## src/rtl/psc_pkg.sv

```systemverilog
`timescale 1ns/1ps
package psc_pkg;
    typedef enum logic [1:0] {
        ST_RUN   = 2'd0,
        ST_ENTER = 2'd1,
        ST_HELD  = 2'd2,
        ST_LEAVE = 2'd3
    } settle_state_e;

    typedef enum logic [1:0] {
        AL_NORMAL = 2'd0,
        AL_SET    = 2'd1,
        AL_CLEAR  = 2'd2,
        AL_NONE   = 2'd3
    } alias_e;
endpackage

```

## src/rtl/psc_alias_wr.sv

```systemverilog
`timescale 1ns/1ps
module psc_alias_wr
    import psc_pkg::*;
#(
    parameter int DATA_W = 32,
    parameter int ADDR_W = 4
) (
    input  logic              wr_i,
    input  logic [ADDR_W-1:0] addr_i,
    input  logic [DATA_W-1:0] wdata_i,
    input  logic [DATA_W-1:0] cur_i,
    output logic              hit_o,
    output logic [DATA_W-1:0] nxt_o
);
    localparam int WORD_W = ADDR_W - 2;

    logic [WORD_W-1:0] word;
    alias_e            kind;

    always_comb begin
        word = addr_i[ADDR_W-1:2];
        kind = AL_NONE;
        if (wr_i && addr_i[1:0] == 2'b00) begin
            if (word == WORD_W'(0))      kind = AL_NORMAL;
            else if (word == WORD_W'(1)) kind = AL_SET;
            else if (word == WORD_W'(2)) kind = AL_CLEAR;
        end
    end

    always_comb begin
        hit_o = 1'b1;
        unique case (kind)
            AL_NORMAL: nxt_o = wdata_i;
            AL_SET:    nxt_o = cur_i | wdata_i;
            AL_CLEAR:  nxt_o = cur_i & ~wdata_i;
            default: begin
                nxt_o = cur_i;
                hit_o = 1'b0;
            end
        endcase
    end
endmodule

```

## src/rtl/psc_settle.sv

```systemverilog
`timescale 1ns/1ps
module psc_settle
    import psc_pkg::*;
#(
    parameter int SETTLE_CYCLES = 3
) (
    input  logic clk_i,
    input  logic rst_ni,
    input  logic req_nxt_i,
    output logic eff_o,
    output logic enter_done_o
);
    localparam int CNT_W = (SETTLE_CYCLES < 2) ? 1 : $clog2(SETTLE_CYCLES);
    localparam logic [CNT_W-1:0] CNT_LOAD = CNT_W'(SETTLE_CYCLES - 1);

    settle_state_e state_q, state_d;
    logic [CNT_W-1:0] cnt_q, cnt_d;

    always_ff @(posedge clk_i or negedge rst_ni) begin
        if (!rst_ni) begin
            state_q <= ST_HELD;
            cnt_q   <= '0;
        end else begin
            state_q <= state_d;
            cnt_q   <= cnt_d;
        end
    end

    always_comb begin
        state_d = state_q;
        cnt_d   = cnt_q;
        unique case (state_q)
            ST_RUN: if (req_nxt_i) begin
                state_d = ST_ENTER;
                cnt_d   = CNT_LOAD;
            end
            ST_ENTER: begin
                if (!req_nxt_i)            state_d = ST_RUN;
                else if (cnt_q == '0)      state_d = ST_HELD;
                else                       cnt_d   = cnt_q - 1'b1;
            end
            ST_HELD: if (!req_nxt_i) begin
                state_d = ST_LEAVE;
                cnt_d   = CNT_LOAD;
            end
            ST_LEAVE: begin
                if (req_nxt_i)             state_d = ST_HELD;
                else if (cnt_q == '0)      state_d = ST_RUN;
                else                       cnt_d   = cnt_q - 1'b1;
            end
            default: state_d = ST_HELD;
        endcase
    end

    always_comb begin
        eff_o        = (state_q == ST_HELD) || (state_q == ST_LEAVE);
        enter_done_o = (state_q == ST_ENTER) && req_nxt_i && (cnt_q == '0);
    end
endmodule

```

## src/rtl/periph_srst_ctrl.sv

```systemverilog
`timescale 1ns/1ps
module periph_srst_ctrl #(
    parameter int DATA_W        = 32,
    parameter int ADDR_W        = 4,
    parameter int SETTLE_CYCLES = 3
) (
    input  logic              clk_i,
    input  logic              rst_ni,
    input  logic              bus_wr_i,
    input  logic [ADDR_W-1:0] bus_addr_i,
    input  logic [DATA_W-1:0] bus_wdata_i,
    output logic [DATA_W-1:0] bus_rdata_o,
    output logic              soft_reset_o,
    output logic              clk_gate_o
);
    localparam int SRST_BIT = DATA_W - 1;
    localparam int GATE_BIT = DATA_W - 2;
    localparam int LOW_W    = DATA_W - 2;

    logic             req_q, gate_q, req_nxt, gate_nxt;
    logic [LOW_W-1:0] low_q, low_nxt;
    logic             wr_hit, eff, enter_done;
    logic [DATA_W-1:0] cur_word, wr_word;

    assign cur_word = {req_q, gate_q, low_q};

    psc_alias_wr #(.DATA_W(DATA_W), .ADDR_W(ADDR_W)) u_alias (
        .wr_i    (bus_wr_i),
        .addr_i  (bus_addr_i),
        .wdata_i (bus_wdata_i),
        .cur_i   (cur_word),
        .hit_o   (wr_hit),
        .nxt_o   (wr_word)
    );

    assign req_nxt = wr_hit ? wr_word[SRST_BIT] : req_q;

    psc_settle #(.SETTLE_CYCLES(SETTLE_CYCLES)) u_settle (
        .clk_i        (clk_i),
        .rst_ni       (rst_ni),
        .req_nxt_i    (req_nxt),
        .eff_o        (eff),
        .enter_done_o (enter_done)
    );

    always_comb begin
        if (enter_done)  gate_nxt = 1'b1;
        else if (wr_hit) gate_nxt = wr_word[GATE_BIT];
        else             gate_nxt = gate_q;

        if (eff || enter_done) low_nxt = '0;
        else if (wr_hit)       low_nxt = wr_word[LOW_W-1:0];
        else                   low_nxt = low_q;
    end

    always_ff @(posedge clk_i or negedge rst_ni) begin
        if (!rst_ni) begin
            req_q  <= 1'b1;
            gate_q <= 1'b1;
            low_q  <= '0;
        end else begin
            req_q  <= req_nxt;
            gate_q <= gate_nxt;
            low_q  <= low_nxt;
        end
    end

    assign bus_rdata_o  = {eff, gate_q, low_q};
    assign soft_reset_o = eff;
    assign clk_gate_o   = gate_q;
endmodule

```

## config.mk

```make
export PLATFORM = sky130hd
export DESIGN_NAME = periph_srst_ctrl
export DESIGN_NICKNAME = d
export VERILOG_FILES = /design/src/rtl/psc_pkg.sv /design/src/rtl/psc_alias_wr.sv /design/src/rtl/psc_settle.sv /design/src/rtl/periph_srst_ctrl.sv
export SDC_FILE = /design/constraint.sdc
export NUM_CORES = 1
export LEC_CHECK = 0
export ABC_AREA = 0
export BUFFER_PORTS_ARGS = -buffer_cell sky130_fd_sc_hd__buf_2
export CORE_ASPECT_RATIO = 0.8
export CORE_MARGIN = 8
export CORE_UTILIZATION = 43
export CTS_BUF_LIST = sky130_fd_sc_hd__clkbuf_16
export DETAILED_ROUTE_END_ITERATION = 10
export MAX_ROUTING_LAYER = met4
export PLACE_DENSITY = 0.72
export SYNTH_ARGS = -nofsm -noshare
export SYNTH_HDL_FRONTEND = slang
export SYNTH_SLANG_ARGS = --single-unit
```

## constraint.sdc

```tcl
create_clock -name clk_i -period 2.1 [get_ports clk_i]
set_clock_uncertainty 0.2 [all_clocks]
set_input_delay 0.21 -clock clk_i [delete_from_list [all_inputs] [get_ports clk_i]]
set_output_delay 0.21 -clock clk_i [all_outputs]
set_load 0.02 [all_outputs]
```

==> flow_summary.yaml <==
worst_setup_path:
  critPathMaxFanout: 3
  slowest_delay_ns: 0.34
  cp_top_family: "multiplexers"
  cp.arrival_ns: 1.98
  cp_cell_sequence: "buf_2 > nor2_1 > nand2_1 > or2_4 > inv_2 > ha_4 > o31ai_4 > a211oi_4 > mux2_4 > mux2_4"
  crit_path_top_delay_cell: "mux2_4"
  required_ns: 2.06
  path_buf_inv: 2
  criticalPathCategory: "in -> reg"
  start_kind: "primary input"
  path_common_cell: "mux2_4"
  end_kind: "flip-flop"
routing:
  ant_nets: 0
  drt_first_pass_iters: 4
  drc_errors: 0
  vias: 1873
  drt-initial-drc-count: 81
  via_per_inst: 4.96
  avgRoutedWirePerCell_um: 14.0
  wl_mm: 5.30
floorplanning:
  die_w_um: 89.1
  num_rows: 21
  num_io_pins: 73
  fp.dieH_um: 74.5
  initial_core_util_pct: 44.3
  core_area_um2: 4150
  dieArea_um2: 6640
final_layout:
  antenna_cells: 0
  fillers: 338
  final_cell_mix: "72 x buf_2, 36 x nand2_1, 33 x nor2_1, 33 x dfrtp_1, 31 x o21ai_0"
  fin_cells: 378
  layout_commonest_cell: "buf_2"
  final_util_pct: 68.4
  layout-drive-gt1-share_pct: 33.6
  area_delta_synth_final_pct: 54.5
  fin_nets: 364
timing:
  worst_pin_slew_ns: 0.464
  drv_slew: 0
  rsz0062_at_grt: "false"
  holdWs_ns: 0.00193
  max_freq_mhz: 494
  setup_viol: 0
  hold_violations: 0
  min_period_over_period_pct: 96.4
  relSlewSlack_pct: 69.1
  fin_crit_ns: 2.02
clocking:
  htreeDepth: 2
  cts_root_buf: "clkbuf_16"
  clk_pin_slew_ns: 0.05
  post_cts_buffers: 0
  cts_tree: "done"
  numCtsBuffers: 5
  cts_sinks: 36
  clk_latency_ns: 0.27
  cts_buffer_depth: 2
synthesis:
  ys_warn_count: 0
  seq_area_frac_synth_pct: 49.2
  syn_nets: 259
  synth_seq_cells: 36
  avgSynthCellArea_um2: 8.55
  mappedNetlistArea_um2: 1840
  ys_types: 26
  syn_inst: 215
power_and_ir_drop:
  powerDensity_nw_per_um2: 745
  leakage_nw: 1.42
  ir_drop_mv: 0.729
status:
  run_status: "finished clean"
global_routing:
  antenna_found_initial: 0
  grt_pass1_wl_mm: 8.80
  grt_max_degree: 37
  grt.overflow.total: 0
  grt_usage_pct: 17.1
  grt_pass1_vias: 1871
placement:
  place_congestion: 0.810
  place_hpwl_mm: 3.35
  dp.cells: 340
  portBuffers: 72
flow_run:
  maxCapViolCount: 0
min_path:
  min_path_type: "in -> reg"
worst reg2reg max path: cells and delay by family (launching register included):
family         cells  cell delay, ns
flip-flops         1            0.56
multiplexers       2            0.63
AO/OA/AOI/OAI      2            0.38
flip-flops by register name, summed over array words and instances (netlist names), named ones only:
name / count
clk_gate_o: 1
low_q: 30
req_q: 1
u_settle.cnt_q: 2
u_settle.state_q: 1
final timing paths:
kind | from | to | slack [ns] | cells past startpoint
hold / removal | bus_wdata_i[24] | low_q[24]$_DFFE_PN0P_ | 0.002 | 3
setup / recovery | bus_addr_i[1] | u_settle.cnt_q[1]$_DFFE_PN0P_ | 0.08 | 10
min in group asynchronous | rst_ni | low_q[19]$_DFFE_PN0P_ | 0.30 | 3
setup reg to reg | req_q$_DFF_PN1_ | u_settle.cnt_q[1]$_DFFE_PN0P_ | 0.22 | 4
hold reg to reg | clk_gate_o$_DFFE_PN1P_ | clk_gate_o$_DFFE_PN1P_ | 0.33 | 2
max in group asynchronous | rst_ni | req_q$_DFF_PN1_ | 1.04 | 3
power by group:
| group | switching, W | internal [W] |
|---|---|---|
| clock | 0.000267 | 0.000553 |
| sequential | 0.0000527 | 0.000753 |
| combinational | 0.000265 | 0.000225 |
| total | 0.000585 | 0.00153 |
cell usage after synthesis:
master | instances | area, um^2
nor4b_2 | 1 | 15.0
o31ai_2 | 1 | 12.5
ha_1 | 5 | 62.6
nand2b_1 | 2 | 12.5
dfstp_2 | 3 | 78.8
nor4b_1 | 1 | 8.76
dfrtp_1 | 33 | 826
nand2_1 | 36 | 135
nor2b_1 | 1 | 6.26
a21oi_1 | 31 | 155
xor2_1 | 1 | 8.76
clkbuf_1 | 11 | 41.3
mux2_4 | 2 | 30.0
o21ai_0 | 31 | 155
mux2i_1 | 1 | 10.0
inv_1 | 7 | 26.3
a211oi_4 | 1 | 20.0
o211ai_1 | 2 | 15.0
nor2_1 | 34 | 128
or2_2 | 1 | 6.26
buf_4 | 2 | 15.0
buf_6 | 3 | 33.8
nor4bb_1 | 1 | 10.0
a31o_2 | 1 | 8.76
a21o_1 | 1 | 7.51
nand3_1 | 2 | 10.0
through the flow:
stage	total power, W	instance area, um^2	setup WS (ns)	setup TNS [ns]
floorplan	0.00113	1880	-0.110	-0.110
global placement	0.00125	2360	-0.210	-3.95
detailed placement	0.00126	2360	-0.245	-5.14
CTS	0.00213	2830	0.0488	0
global route	0.00224	2840	0.00663	0
finish	0.00212	2840	0.0762	0
timing repair:
| action | CTS | global route |
|---|---|---|
| endpoints found under the setup margin | 0 | 5 |
| hold endpoints to repair | 62 | 0 |
| hold buffers | 30 | 0 |
| gates resized for setup | 0 | 2 |
final cells by class:
| class | instances | area, um^2 | area share (%) |
|---|---|---|---|
| Timing Repair Buffer | 114 | 801 | 28.2 |
| Inverter | 7 | 26.3 | 0.925 |
| Clock inverter | 3 | 38.8 | 1.37 |
| Multi-Input combinational cell | 156 | 873 | 30.7 |
| Clock buffer | 5 | 125 | 4.41 |
| Sequential cell | 36 | 905 | 31.9 |
| Tap cell | 57 | 71.3 | 2.51 |
kinds of logic after synthesis:
| group | Yosys count | share of synthesized area, % |
|---|---|---|
| buf+inv | 23 | 6.33 |
| mux | 3 | 2.18 |
| simple gates | 79 | 18.0 |
| flops | 36 | 49.2 |
| xor+xnor | 1 | 0.477 |
| compound gates | 68 | 20.4 |
| fa+ha+maj | 5 | 3.40 |
routing by layer:
layer	vias up	wire (um)	global-route usage, %
li1	926	-	-
met1	859	2260	21.5
met2	80	2530	27.4
met3	8	449	4.30
met4	0	63	3.31
met5	-	0	-
Power figures use the tool's default switching activity.
